**src/rtl/link_bist_pkg.sv**
```systemverilog
package link_bist_pkg;
  localparam int unsigned DEF_FRAME_W = 32;
  localparam int unsigned DEF_CRC_W   = 16;
  localparam int unsigned DEF_BURST_W = 8;
  localparam int unsigned DEF_HOLDOFF = 27000;

  typedef struct packed {
    logic frame;
    logic crc;
    logic dw;
    logic mode;
  } rx_evt_t;
endpackage

```
**src/rtl/bist_sat_ctr.sv**
```systemverilog
module bist_sat_ctr #(
  parameter int unsigned W = 16
) (
  input  logic         clk_i,
  input  logic         rst_ni,
  input  logic         clr_i,
  input  logic         inc_i,
  output logic [W-1:0] cnt_o
);
  localparam logic [W-1:0] MAX = '1;

  logic [W-1:0] cnt_q;

  always_ff @(posedge clk_i or negedge rst_ni) begin
    if (!rst_ni)                      cnt_q <= '0;
    else if (clr_i)                   cnt_q <= '0;
    else if (inc_i && (cnt_q != MAX)) cnt_q <= cnt_q + W'(1);
  end

  assign cnt_o = cnt_q;

  a_r2_no_wrap: assert property (@(posedge clk_i) disable iff (!rst_ni)
    (cnt_q == MAX && !clr_i) |=> cnt_q == MAX);
  a_r1_step: assert property (@(posedge clk_i) disable iff (!rst_ni)
    (inc_i && !clr_i && cnt_q != MAX) |=> cnt_q == $past(cnt_q) + W'(1));
  a_r3_clear: assert property (@(posedge clk_i) disable iff (!rst_ni)
    clr_i |=> cnt_q == '0);
  a_r1_idle: assert property (@(posedge clk_i) disable iff (!rst_ni)
    (!inc_i && !clr_i) |=> $stable(cnt_q));
endmodule

```
**src/rtl/bist_burst_gate.sv**
```systemverilog
module bist_burst_gate #(
  parameter int unsigned HOLDOFF = 27000
) (
  input  logic clk_i,
  input  logic rst_ni,
  input  logic clr_i,
  input  logic frame_i,
  input  logic err_i,
  output logic hit_o
);
  localparam int unsigned GAP_W = $clog2(HOLDOFF + 1);
  localparam logic [GAP_W-1:0] GAP_MAX = GAP_W'(HOLDOFF);

  logic [GAP_W-1:0] gap_q;
  logic             first_q;
  logic             open;

  // window open: nothing counted yet, or holdoff elapsed
  assign open  = first_q || (gap_q >= GAP_MAX);
  assign hit_o = frame_i && err_i && open;

  always_ff @(posedge clk_i or negedge rst_ni) begin
    if (!rst_ni) begin
      gap_q   <= '0;
      first_q <= 1'b1;
    end else if (clr_i) begin
      gap_q   <= '0;
      first_q <= 1'b1;
    end else if (hit_o) begin
      gap_q   <= '0;
      first_q <= 1'b0;
    end else if (frame_i && !first_q && gap_q != GAP_MAX) begin
      gap_q <= gap_q + GAP_W'(1);
    end
  end

  a_r9_gap_bound: assert property (@(posedge clk_i) disable iff (!rst_ni)
    gap_q <= GAP_MAX);
  a_r6_restart: assert property (@(posedge clk_i) disable iff (!rst_ni)
    (hit_o && !clr_i) |=> (gap_q == '0 && !first_q));
  a_r7_no_restart: assert property (@(posedge clk_i) disable iff (!rst_ni)
    (frame_i && err_i && !hit_o && !clr_i && gap_q != GAP_MAX)
      |=> gap_q == $past(gap_q) + GAP_W'(1));
  a_r8_frozen: assert property (@(posedge clk_i) disable iff (!rst_ni)
    (!frame_i && !clr_i) |=> ($stable(gap_q) && $stable(first_q)));
endmodule

```
**src/rtl/link_bist_stats.sv**
```systemverilog
module link_bist_stats
  import link_bist_pkg::*;
#(
  parameter int unsigned FRAME_W = DEF_FRAME_W,
  parameter int unsigned CRC_W   = DEF_CRC_W,
  parameter int unsigned BURST_W = DEF_BURST_W,
  parameter int unsigned HOLDOFF = DEF_HOLDOFF
) (
  input  logic               clk_i,
  input  logic               rst_ni,
  input  logic               port_rst_i,
  input  logic               cnt_clr_i,
  input  logic               frame_vld_i,
  input  logic               crc_err_i,
  input  logic               dw_err_i,
  input  logic               dw_mode_i,
  output logic [FRAME_W-1:0] frame_cnt_o,
  output logic [CRC_W-1:0]   crc_cnt_o,
  output logic [BURST_W-1:0] burst_cnt_o
);
  rx_evt_t evt;
  logic    clr;
  logic    burst_hit;

  assign evt = '{frame: frame_vld_i, crc: crc_err_i, dw: dw_err_i, mode: dw_mode_i};
  assign clr = port_rst_i | cnt_clr_i;

  bist_sat_ctr #(.W(FRAME_W)) u_frame_ctr (
    .clk_i (clk_i),
    .rst_ni(rst_ni),
    .clr_i (clr),
    .inc_i (evt.frame),
    .cnt_o (frame_cnt_o)
  );

  bist_sat_ctr #(.W(CRC_W)) u_crc_ctr (
    .clk_i (clk_i),
    .rst_ni(rst_ni),
    .clr_i (clr),
    .inc_i (evt.frame & evt.crc),
    .cnt_o (crc_cnt_o)
  );

  bist_burst_gate #(.HOLDOFF(HOLDOFF)) u_gate (
    .clk_i  (clk_i),
    .rst_ni (rst_ni),
    .clr_i  (clr),
    .frame_i(evt.frame & evt.mode),
    .err_i  (evt.dw),
    .hit_o  (burst_hit)
  );

  bist_sat_ctr #(.W(BURST_W)) u_burst_ctr (
    .clk_i (clk_i),
    .rst_ni(rst_ni),
    .clr_i (clr),
    .inc_i (burst_hit),
    .cnt_o (burst_cnt_o)
  );

  a_r8_mode_off: assert property (@(posedge clk_i) disable iff (!rst_ni)
    (!dw_mode_i && !clr) |=> $stable(burst_cnt_o));
  a_r4_crc_qual: assert property (@(posedge clk_i) disable iff (!rst_ni)
    (!frame_vld_i && !clr) |=> ($stable(crc_cnt_o) && $stable(frame_cnt_o)));
  a_r3_clear_wins: assert property (@(posedge clk_i) disable iff (!rst_ni)
    clr |=> (frame_cnt_o == '0 && crc_cnt_o == '0 && burst_cnt_o == '0));
  a_r5_first_burst: assert property (@(posedge clk_i) disable iff (!rst_ni)
    (clr) |=> (frame_vld_i && dw_err_i && dw_mode_i && !clr
               && burst_cnt_o == '0) |=> burst_cnt_o == BURST_W'(1));
endmodule

```
**config.mk**
```make
export PLATFORM = sky130hd
export DESIGN_NAME = link_bist_stats
export DESIGN_NICKNAME = d
export VERILOG_FILES = /design/src/rtl/link_bist_pkg.sv /design/src/rtl/bist_sat_ctr.sv /design/src/rtl/bist_burst_gate.sv /design/src/rtl/link_bist_stats.sv
export SDC_FILE = /design/constraint.sdc
export NUM_CORES = 1
export LEC_CHECK = 0
export BUFFER_PORTS_ARGS = -buffer_cell sky130_fd_sc_hd__buf_2
export CAP_MARGIN = 10
export CORE_MARGIN = 3
export CORE_UTILIZATION = 60
export DETAILED_ROUTE_END_ITERATION = 8
export MAX_ROUTING_LAYER = met4
export PLACE_DENSITY_LB_ADDON = 0.2
export SYNTH_ARGS = -nofsm -noshare
export SYNTH_HDL_FRONTEND = slang
export SYNTH_SLANG_ARGS = --single-unit
export TNS_END_PERCENT = 20
```
**constraint.sdc**
```tcl
create_clock -name clk_i -period 2.9 [get_ports clk_i]
set_input_delay 0.145 -clock clk_i [delete_from_list [all_inputs] [get_ports clk_i]]
set_output_delay 0.145 -clock clk_i [all_outputs]
set_load 0.01 [all_outputs]
```
# --- Yosys cells after proc, flatten, opt, wreduce, memory -nomap -nowiden ---
# Cells that the tools add are included.
op_classes:
  n_reduce_logical: 14
  n_eq_ne: 4
  magnitude_cmp: 1
  muxes: 11
  n_bitwise: 3
  addsub: 4
op_table:
  columns: ["cell", "n"]
  rows:
  - ["$mux 32", 2]
  - ["$mux 15", 3]
  - ["$add 32x1->32 const B", 1]
  - ["$mux 16", 2]
  - ["$ne 32x32->1 const B", 1]
  - ["$add 16x1->16 const B", 1]
  - ["$mux 8", 2]
  - ["$ne 16x16->1 const B", 1]
  - ["$add 15x1->15 const B", 1]
  - ["$ge 15x15->1 const B", 1]
  - ["$ne 15x15->1 const B", 1]
  - ["$add 8x1->8 const B", 1]
  - ["$ne 8x8->1 const B", 1]
  - ["$reduce_bool 2->1", 4]
  - ["$logic_and 1x1->1", 7]
  - ["$reduce_bool 3->1", 1]
  - ["$and 1x1->1", 2]
  - ["$mux 1", 2]
  - ["$logic_not 1->1", 1]
  - ["$logic_or 1x1->1", 1]
  - ["$or 1x1->1", 1]
word_totals:
  in_bits: 8
  out_inout_bits: 56
  reg_bits: 72

# --- Longest topological paths before layout ---
# Gate-level depths: netlist of run 1.
depth:
  depth_word: 6
  depth_mapped: 8
  ltp_nobuf: 7

# --- Hierarchy ---
# A second synthesis of run 1 with hierarchy kept.
unflattened:
  cells_unflattened: 442
  hier_area_um2: 4256.6
by_module_without_submodules:
  columns: ["module", "instances", "cells_per_inst", "seq_area_each_um2", "area_per_inst_um2"]
  rows:
  - ["bist_sat_ctr (u_frame_ctr)", 1, 198, 800.8, 1854.3]
  - ["bist_burst_gate", 1, 94, 401.6, 977.2]
  - ["bist_sat_ctr (u_crc_ctr)", 1, 98, 400.4, 942.2]
  - ["bist_sat_ctr (u_burst_ctr)", 1, 49, 200.2, 464.2]
  - ["link_bist_stats", 1, 3, 0.0, 18.8]

# --- Least setup slack after synthesis of run 1 ---
# Ideal clock, no wire load.
synth_path:
  path_type: "reg2reg"
  start: "register u_frame_ctr.cnt_q[0], in the netlist u_frame_ctr.cnt_o[0]"
  end: "register u_frame_ctr.cnt_q[18], in the netlist u_frame_ctr.cnt_o[18]"
  synth_period_minus_slack_ps: 1985
  setup_time_ps: 120
  n_path_buf: 0
  arrival_ps: 1865
  stages_incl_launch_ff: 7
  path_slack_ps: 915
  path_cell_list: "dfrtp_1 ha_1 and4_2 or4b_1 a21oi_1 a21oi_1 a31o_2"
synth_between:
  elab_chain_len: 3
  word_cells_on_any_way: 6
  cone_classes: "add/sub: 1; eq/ne: 1; mux: 2; reduce/logical: 2"
synth_rtl:
  columns: ["element", "line_no", "rtl"]
  rows:
  - ["from (decl)", "bist_sat_ctr.sv:12", "logic [W-1:0] cnt_q;"]
  - ["from (signal assigned)", "bist_sat_ctr.sv:17", "else if (inc_i && (cnt_q != MAX)) cnt_q <= cnt_q + W'(1);"]
  - ["$add 32x1->32 or $ne 32x32->1 (tied branches)", "bist_sat_ctr.sv:17", null]
  - ["$mux 32 or $logic_and 1x1->1 (tied branches)", "bist_sat_ctr.sv:17", null]
  - ["$mux 32 or $reduce_bool 2->1 (tied branches)", null, null]
# Several ways; a longest one is shown, not always the timed one. The select of a mux whose other input is x is not followed.
# A chain may end at the register's enable or synchronous reset.

# --- Worst setup path in the final report of run 1 ---
layout_path:
  start: "register u_gate.gap_q[0]"
  end: "register u_gate.gap_q[7]"
layout_between:
  elab_chain_len: 5
  word_cells_on_any_way: 10
  cone_classes: "add/sub: 1; order compare: 1; eq/ne: 1; mux: 3; reduce/logical: 4"
layout_rtl:
  columns: ["element", "line_no", "rtl"]
  rows:
  - ["from (decl)", "bist_burst_gate.sv:14", "logic [GAP_W-1:0] gap_q;"]
  - ["from (signal assigned)", "bist_burst_gate.sv:33", "gap_q <= gap_q + GAP_W'(1);"]
  - ["$ge 15x15->1", "bist_burst_gate.sv:19", "assign open = first_q || (gap_q >= GAP_MAX);"]
  - ["$logic_or 1x1->1", "bist_burst_gate.sv:19", null]
  - ["$logic_and 1x1->1", "bist_burst_gate.sv:20", "assign hit_o = frame_i && err_i && open;"]
  - ["$mux 15", "bist_burst_gate.sv:29", "end else if (hit_o) begin"]
  - ["$mux 15", "bist_burst_gate.sv:26", "end else if (clr_i) begin"]
# Several ways; a longest one is shown, not always the timed one. The select of a mux whose other input is x is not followed.

==> results of run 1 <==
[sequential cells by signal, indices dropped and copies added (netlist names)]
register	flops
u_crc_ctr.cnt_o	16
u_gate.first_q	1
u_gate.gap_q	15
u_burst_ctr.cnt_o	8
u_frame_ctr.cnt_o	32
[power by group]
| group | internal (W) | total, W | leakage, nW | switching, W |
|---|---|---|---|---|
| clock | 0.000329 | 0.000686 | 0.0899 | 0.000357 |
| sequential | 0.00101 | 0.00102 | 1.00 | 0.00000675 |
| combinational | 0.0000252 | 0.0000889 | 0.912 | 0.0000637 |
[cells in the final DEF, fill, tap and decap left out, types with 5 or more instances in the layout]
cell type / instances
nand2_1: 39
o211ai_1: 5
nand4_1: 14
xor2_1: 22
clkbuf_8: 10
o31ai_1: 6
xnor2_1: 16
dfrtp_1: 71
ha_1: 5
and3_1: 9
or4_1: 7
inv_1: 10
o21ai_0: 21
nor2_1: 49
and2_1: 9
or3_1: 17
nor3_1: 7
nand3_1: 25
buf_2: 63
nor4_1: 6
a21oi_1: 24
[final timing paths]
path	endpoint	slack, ps
worst max-delay path	u_gate.gap_q[7]$_DFFE_PN0P_	450
worst min-delay path	u_crc_ctr.cnt_o[5]$_DFFE_PN0P_	120
worst max register to register	u_gate.gap_q[7]$_DFFE_PN0P_	450
worst min register to register	u_burst_ctr.cnt_o[5]$_DFFE_PN0P_	520
max in group asynchronous	u_gate.first_q$_DFFE_PN1P_	1740
min in group asynchronous	u_frame_ctr.cnt_o[23]$_DFFE_PN0P_	420
[per-layer routing]
layer	vias up	share of wire, %
li1	1693	-
met1	1664	44
met2	108	49
met3	13	5.1
met4	0	1.5
met5	-	0
[kinds of logic after synthesis]
| logic type | share of synthesized area, % |
|---|---|
| and+or+nand+nor | 27.5 |
| AOI/OAI and AO/OA | 13.4 |
| DFF | 45.3 |
| xor gates and xnor gates | 8.36 |
| buffers and inverters | 2.95 |
| adders and majority gates | 1.57 |
| muxes | 1.01 |
[area by class of cell]
cell class	instances	share of cell area [%]
multi-input cells	332	45.6
well taps	77	2.13
repair buffers	67	7.96
clock inverters	4	0.442
flip-flops and latches	72	39.9
clock buffers	12	3.21
inverters	10	0.830
[worst reg2reg max path, stage by stage, from the launching register on]
cell	delay, ps
dfrtp_1	400
inv_1	100
ha_1	160
and4bb_1	260
a41oi_4	210
and3_1	220
o21ai_1	820
nor2_1	130
[stage by stage]
step,instance area (sq um),hold slack (ps)
3_3_place_gp,4350,259
6_report,4520,122
5_1_grt,4520,136
3_5_place_dp,4350,267
4_1_cts,4520,112
2_1_floorplan,3980,-151
[repair_timing]
item,CTS,global route
hold endpoints to repair,32,0
gates resized for setup,0,0
setup endpoints to repair,0,0
hold buffers,1,0
buffers inserted,0,0
==> run_results.csv, run 1 <==
group,metric,value,unit
run_status,run_status,"complete, no violations",
drt,ant_nets,0,
power_and_ir_drop,power.leakage,2.00,nW
placed_design,post-dp-hpwl,6.05,mm
global_routing,gr-usage-met3,3.69,%
global_routing,grtUsageMet1,32.5,%
clocking,cts_tree,"done",
floorplan,start_util,62.4,%
placed_design,dp_cells,557,
finish,diodes,0,
synthesis,synth-edff-count,0,
finish,area_growth,13.6,%
synthesis,ys_seq_elements,72,
global_routing,antenna_found_initial,0,
placed_design,io_buffers,63,
setup_path,reg2regPathDepth,7,
sta,hold_violations,0,
synthesis,yosysMostFrequentCell,"dfrtp_1",
global_routing,grt_pass1_vias,3299,
finish,drive_above_1_share,19.5,%
floorplan,core-area,6390,sq um
clocking,clk_latency,330,ps
clocking,h-tree-depth,3,
setup_path,cp-startpoint,"u_gate.gap_q[0]$_DFFE_PN0P_",
global_routing,met2_usage,39.6,%
synthesis,synth.cell_area,3980,sq um
sta,setup_tns,0,ps
synthesis,synth_area_leaders,"dfrtp_1 45%, xor2_1 4.8%, nor2_1 4.6%",
floorplan,io_pins,64,
finish,nNetsFinal,505,
setup_path,crit_required,3070,ps
sta,slew_viol_final,0,
finish,multi_input_area,2060,sq um
flow_run,maxCapViolations,0,
finish,nFillCells,496,
power_and_ir_drop,p_per_area,396,nW/um^2
global_routing,grt_max_degree,53,
drt,vias,3478,
setup_path,critPathTopFamily,"compound AO/OA/AOI/OAI gates",
floorplan,die_h,87.5,um
setup_path,cpMaxStageDelayCell,"o21ai_1",
power_and_ir_drop,vdd_ir_drop_max,338,uV
min_path,holdCritStartpoint,"port_rst_i",
clocking,path_clk_slew,70,ps
clocking,cts-root-buf,"clkbuf_8",
setup_path,start_kind,"register",
sta,fin_crit_sh,84.5,%
drt,first_pass_iters,4,
drt,drc,0,
drt,drt_iter0_drc,284,
setup_path,slowest_delay,820,ps
global_routing,grt.overflow.total,0,
setup_path,cp_max_fo,16,
drt,wl,8.72,mm
sta,worst_slack,450,ps
setup_path,critical_path_depth,7,
drt,via_per_inst,6.06,
placed_design,place_ws,436,ps
synthesis,synth_top_cell_by_area,"dfrtp_1",
min_path,hp-class,"primary input to register",
setup_path,r2r-start,"u_gate.gap_q[0]$_DFFE_PN0P_",
floorplan,die_w,87.5,um
global_routing,busiest_layer,"met2",
drt,routedWlPerCell,15.2,um
clocking,cts_made_buffers,9,
sta,tightest_slew,1080,ps
power_and_ir_drop,power.total,0.00179,W
synthesis,synth_warnings,0,
setup_path,arrival,2620,ps
synthesis,seq_area_frac_synth,45.3,%
floorplan,design.die.area,7650,sq um
synthesis,synthesis.nets,442,
finish,final_cells,574,
sta,rsz0062_at_grt,"no",
clocking,cts.sinks,72,
setup_path,crit_chain,"inv_1 -> ha_1 -> and4bb_1 -> a41oi_4 -> and3_1 -> o21ai_1 -> nor2_1",
synthesis,synthTopCellsByCount,"71 x dfrtp_1, 49 x nor2_1, 39 x nand2_1",
setup_path,worst-path-buf-inv,1,
finish,fin_util,70.8,%
sta,max_freq,408,MHz
finish,regArea,1800,sq um
sta,relSlewSlack,27.7,%
synthesis,syn_inst,429,
synthesis,synth.distinct_cells,52,
setup_path,cp-end-kind,"register",
synthesis,async_reset_ff_share,100,%
floorplan,rows,29,
placed_design,routabilityCongestion,0.838,
sta,setup_viol,0,
synthesis,avgSynthCellArea,9.28,sq um
setup_path,path_class,"register to register",
clocking,clock_path_buffers,2,
synthesis,synth_ff_type,"dfrtp_1",
synthesis,synth_top_area_share,44.6,%
global_routing,grtUsageTotal,24.9,%
min_path,hold_depth,3,
global_routing,grt_pass1_wl,14.9,mm
sta,finalCriticalPeriod,2450,ps
sta,clock_skew,11.2,ps
No activity file was read; power rests on OpenSTA's default activity.
==> inputs of run 2 (changes only) <==
--- a/config.mk
+++ b/config.mk
@@ -8,7 +8,7 @@
 export BUFFER_PORTS_ARGS = -buffer_cell sky130_fd_sc_hd__buf_2
 export CAP_MARGIN = 10
 export CORE_MARGIN = 3
-export CORE_UTILIZATION = 60
+export CORE_UTILIZATION = 51
 export DETAILED_ROUTE_END_ITERATION = 8
 export MAX_ROUTING_LAYER = met4
 export PLACE_DENSITY_LB_ADDON = 0.2
==> constraint.sdc (replaced) <==
create_clock -name clk_i -period 2 [get_ports clk_i]
set_input_delay 0.1 -clock clk_i [delete_from_list [all_inputs] [get_ports clk_i]]
set_output_delay 0.1 -clock clk_i [all_outputs]
set_load 0.01 [all_outputs]
==> run_results.csv, run 2 (synthesis gave the netlist of run 1 again) <==
group,metric,value,unit
drt,via_per_inst,5.74,
finish,drive_above_1_share,29.4,%
power_and_ir_drop,p_per_area,557,nW/um^2
finish,nNetsFinal,553,
placed_design,post-dp-hpwl,6.95,mm
power_and_ir_drop,switchingPower,0.000633,W
drt,vias,3694,
clocking,cts_made_buffers,9,
global_routing,met2_usage,38.1,%
global_routing,grt_pass1_wl,16.2,mm
sta,hold_violations,0,
setup_path,crit_chain,"ha_2 -> and4_2 -> or4b_1 -> a21oi_2 -> buf_4 -> xnor2_1 -> nor2_1",
drt,drc,0,
setup_path,path_class,"register to register",
clocking,clock_path_buffers,2,
setup_path,cp-startpoint,"u_frame_ctr.cnt_o[1]$_DFFE_PN0P_",
setup_path,crit_required,2210,ps
global_routing,grt.overflow.total,0,
placed_design,placed_cell_area,4720,sq um
sta,relSlewSlack,64.0,%
power_and_ir_drop,power.total,0.00279,W
power_and_ir_drop,internal_power,0.00215,W
min_path,hp-class,"primary input to register",
floorplan,io_pins,64,
setup_path,cp-end-kind,"register",
global_routing,grt_pass1_vias,3483,
setup_path,slowest_delay,520,ps
floorplan,core-area,7410,sq um
placed_design,io_buffers,63,
sta,fin_crit_sh,98.9,%
sta,tightest_slew,540,ps
global_routing,gr-usage-met3,3.90,%
drt,drt_iter0_drc,133,
setup_path,r2r-start,"u_frame_ctr.cnt_o[1]$_DFFE_PN0P_",
floorplan,start_util,53.8,%
run_status,run_status,"complete, no violations",
finish,largest_reg_flops,32,
setup_path,cpMaxStageDelayCell,"or4b_1",
drt,first_pass_iters,4,
setup_path,cp_max_fo,4,
min_path,holdCritStartpoint,"port_rst_i",
finish,layout_common_cells,"69 x dfrtp_1, 63 x buf_2, 49 x nor2_1, 49 x buf_4, 39 x nand2_1",
finish,post-route-cell-area,5000,sq um
flow_run,maxCapViolations,0,
setup_path,worst-path-buf-inv,1,
power_and_ir_drop,p_clk_share,41.8,%
power_and_ir_drop,vdd_ir_drop_max,413,uV
sta,rsz0062_at_grt,"yes",
power_and_ir_drop,sw_frac_of_total,22.7,%
floorplan,rows,31,
setup_path,critPathTopFamily,"simple AND/OR/NAND/NOR gates",
global_routing,grtUsageMet1,30.3,%
finish,diodes,0,
clocking,cts_setup_buffers,0,
sta,max_freq,505,MHz
setup_path,start_kind,"register",
finish,final_common_cell,"dfrtp_1",
finish,area_growth,25.6,%
finish,fin_util,67.5,%
global_routing,grtUsageTotal,23.6,%
clocking,path_clk_slew,80,ps
drt,ant_nets,0,
setup_path,arrival,2190,ps
sta,setup_viol,0,
clocking,h-tree-depth,3,
drt,routedWlPerCell,15.1,um
placed_design,routabilityCongestion,0.888,
power_and_ir_drop,power.leakage,2.28,nW
sta,setup_tns,0,ps
clocking,clk_latency,340,ps
global_routing,grt_max_degree,50,
clocking,cts.sinks,72,
power_and_ir_drop,seqPwrFrac,52.8,%
sta,slew_viol_final,0,
floorplan,design.die.area,8910,sq um
global_routing,antenna_found_initial,0,
clocking,cts-root-buf,"clkbuf_8",
sta,clock_skew,8.41,ps
global_routing,busiest_layer,"met2",
clocking,cts_tree,"done",
power_and_ir_drop,comb_power_share,5.4,%
floorplan,die_h,94.4,um
floorplan,die_w,94.4,um
sta,finalCriticalPeriod,1980,ps
drt,wl,9.74,mm
[run 2: cell count changes in the layout (fill, tap and decap cells not counted), moves of 2 or more]
cell / change
buf_4: +47
dfrtp_1: -2
a21oi_2: +2
buf_6: +2
a21oi_1: -2
o21ai_1: +2
clkinv_2: -2
dfrtp_2: +2
o21ai_0: -2
[run 2: layout make-up]
class	instances	area, sq um
fillers	611	2410
multi-input cells	332	2120
flip-flops and latches	72	1810
repair buffers	115	716
clock buffers	13	159
well taps	99	124
clock inverters	3	40.0
inverters	10	37.5
[run 2: per-stage QoR]
step	hold WS, ps	setup slack [ps]	cells
CTS	56.7	9.75	644
detailed placement	159	8.87	627
global route	99.5	-75.3	644
floorplan	-196	14.6	429
finish	85.0	21.1	644
global placement	156	65.1	627
[run 2: worst paths after layout]
check,depth (start not counted),slack (ps),to
setup / recovery,7,20,u_frame_ctr.cnt_o[14]$_DFFE_PN0P_
hold / removal,3,90,u_gate.first_q$_DFFE_PN1P_
setup reg to reg,7,20,u_frame_ctr.cnt_o[14]$_DFFE_PN0P_
hold reg to reg,2,510,u_gate.first_q$_DFFE_PN1P_
max in group asynchronous,3,1220,u_frame_ctr.cnt_o[2]$_DFFE_PN0P_
min in group asynchronous,3,320,u_frame_ctr.cnt_o[28]$_DFFE_PN0P_
[run 2: routing by layer]
metal | wire length, um | part of all wire (%)
met1 | 4410 | 45
met2 | 4760 | 49
met3 | 432 | 4.4
met4 | 132 | 1.4
met5 | 0 | 0
[run 2: tightest hold or removal path: stages]
cell,delay [ps]
buf_2,120
nor2_1,90
nand2_1,80
[run 2: repair_timing]
item                                    4_1_cts  5_1_grt
hold buffers                                  1        0
pin swaps                                     0        5
hold endpoints to repair                     71        0
endpoints found under the setup margin        1       28
resized for setup                             1       21
cloned                                        0        0
[run 2: power groups by stage]
stage | registers [W] | clock network [W] | logic, W
after floorplan | 0.00150 | 0 | 0.0000624
after global placement | 0.00150 | 0 | 0.000145
after detailed placement | 0.00150 | 0 | 0.000149
after CTS | 0.00147 | 0.00120 | 0.000152
after global routing | 0.00147 | 0.00125 | 0.000167
final | 0.00147 | 0.00116 | 0.000151
==> inputs of run 3 (changes only) <==
--- a/config.mk
+++ b/config.mk
@@ -5,11 +5,11 @@
 export SDC_FILE = /design/constraint.sdc
 export NUM_CORES = 1
 export LEC_CHECK = 0
-export BUFFER_PORTS_ARGS = -buffer_cell sky130_fd_sc_hd__buf_2
 export CAP_MARGIN = 10
 export CORE_MARGIN = 3
-export CORE_UTILIZATION = 51
+export CORE_UTILIZATION = 60
 export DETAILED_ROUTE_END_ITERATION = 8
+export DONT_BUFFER_PORTS = 1
 export MAX_ROUTING_LAYER = met4
 export PLACE_DENSITY_LB_ADDON = 0.2
 export SYNTH_ARGS = -nofsm -noshare
==> constraint.sdc (replaced) <==
create_clock -name clk_i -period 2.1 [get_ports clk_i]
set_input_delay 0.105 -clock clk_i [delete_from_list [all_inputs] [get_ports clk_i]]
set_output_delay 0.105 -clock clk_i [all_outputs]
set_load 0.01 [all_outputs]
==> run_results.csv, run 3 (synthesis gave the netlist of run 1 again) <==
group,metric,value,unit
clocking,clock_path_buffers,2,
floorplan,core-area,6390,sq um
drt,ant_nets,0,
setup_path,arrival,2280,ps
drt,via_per_inst,6.16,
placed_design,routabilityCongestion,0.852,
global_routing,grtUsageMet1,30.9,%
clocking,cts-root-buf,"clkbuf_8",
floorplan,rows,29,
clocking,path_clk_slew,80,ps
finish,nFillCells,447,
sta,relSlewSlack,65.1,%
sta,setup_viol,0,
floorplan,io_pins,64,
floorplan,die_w,87.5,um
placed_design,io_buffers,0,
finish,diodes,0,
sta,tightest_slew,519,ps
clocking,cts_made_buffers,9,
sta,hold_violations,0,
setup_path,crit_required,2370,ps
floorplan,die_h,87.5,um
power_and_ir_drop,p_per_area,554,nW/um^2
power_and_ir_drop,power.total,0.00263,W
global_routing,grt_pass1_vias,3488,
finish,regArea,1800,sq um
global_routing,met2_usage,44.2,%
drt,routedWlPerCell,16.4,um
sta,max_freq,497,MHz
sta,finalCriticalPeriod,2010,ps
drt,vias,3522,
sta,holdWs,42.8,ps
placed_design,place_ws,71.2,ps
finish,layout_common_cells,"71 x dfrtp_1, 57 x buf_4, 49 x nor2_1",
drt,wl,9.38,mm
setup_path,start_kind,"register",
finish,final_common_cell,"dfrtp_1",
finish,area_growth,19.1,%
placed_design,post-dp-hpwl,6.54,mm
drt,drt_iter0_drc,256,
sta,setup_tns,0,ps
sta,worst_slack,86.8,ps
sta,rsz0062_at_grt,"yes",
finish,drive_above_1_share,19.0,%
clocking,clk_latency,340,ps
setup_path,cp_max_fo,7,
sta,fin_crit_sh,95.9,%
setup_path,cp-end-kind,"register",
sta,slew_viol_final,0,
finish,multi_input_area,2080,sq um
min_path,hp-class,"primary input to register",
global_routing,gr-usage-met3,7.76,%
global_routing,busiest_layer,"met2",
clocking,cts_tree,"done",
global_routing,antenna_found_initial,0,
global_routing,grtUsageTotal,26.7,%
global_routing,grt.overflow.total,0,
global_routing,grt_max_degree,73,
power_and_ir_drop,power.leakage,2.01,nW
floorplan,design.die.area,7650,sq um
finish,post-route-cell-area,4740,sq um
clocking,h-tree-depth,3,
setup_path,path_class,"register to register",
placed_design,placed_cell_area,4430,sq um
drt,drc,0,
sta,clock_skew,4.85,ps
run_status,run_status,"complete, no violations",
clocking,cts_setup_buffers,0,
power_and_ir_drop,vdd_ir_drop_max,535,uV
drt,first_pass_iters,5,
finish,nNetsFinal,503,
floorplan,start_util,62.4,%
finish,largest_reg_flops,32,
global_routing,grt_pass1_wl,15.8,mm
clocking,cts.sinks,72,
flow_run,maxCapViolations,0,
==> run 3: worst paths after layout <==
check	slack (ps)	end	start	cells after the start
hold reg to reg	570	u_gate.gap_q[11]$_DFFE_PN0P_	u_gate.gap_q[11]$_DFFE_PN0P_	2
setup / recovery	90	u_frame_ctr.cnt_o[3]$_DFFE_PN0P_	u_frame_ctr.cnt_o[0]$_DFFE_PN0P_	6
hold / removal	40	u_frame_ctr.cnt_o[6]$_DFFE_PN0P_	frame_vld_i	3
max in group asynchronous	1430	u_gate.first_q$_DFFE_PN1P_	rst_ni	2
setup reg to reg	90	u_frame_ctr.cnt_o[3]$_DFFE_PN0P_	u_frame_ctr.cnt_o[0]$_DFFE_PN0P_	6
min in group asynchronous	310	u_crc_ctr.cnt_o[6]$_DFFE_PN0P_	rst_ni	2
==> run 3: power breakdown <==
group / switching, W / internal [W]
registers: 0.00000829 / 0.00139
logic: 0.0000867 / 0.0000451
clock network: 0.000515 / 0.000579
total: 0.000610 / 0.00202
==> run 3: final cells by class <==
| cell class | instances | share of cell area (%) |
|---|---|---|
| Inverter | 10 | 0.792 |
| Clock inverter | 5 | 1.19 |
| Timing Repair Buffer | 65 | 11.1 |
| Tap cell | 77 | 2.03 |
| Clock buffer | 11 | 2.98 |
| Sequential cell | 72 | 38.0 |
| Multi-Input combinational cell | 332 | 43.9 |
==> run 3: critical path, cell delays in order, from the launching register on <==
cell and delay (ps):
dfrtp_1 420, ha_1 250, and4_2 210, and2_1 170
a31o_2 290, or3_2 420, a21oi_1 170
==> run 3: what timing repair did <==
item,in CTS,in global routing
setup endpoints to repair,0,8
endpoints found under the hold margin,75,0
resized for setup,0,5
hold buffers,7,0
==> run 3: per-layer routing <==
layer  wire length, um  vias up
li1                  -     1691
met3               659       22
met4               144        0
met5                 0        -
met1              3830     1676
met2              4750      133
==> run 3: through the flow <==
step	std cells	utilization, %
finish	572	74.3
global route	572	74.3
CTS	572	73.9
detailed placement	549	69.4
global placement	549	69.4
floorplan	429	-
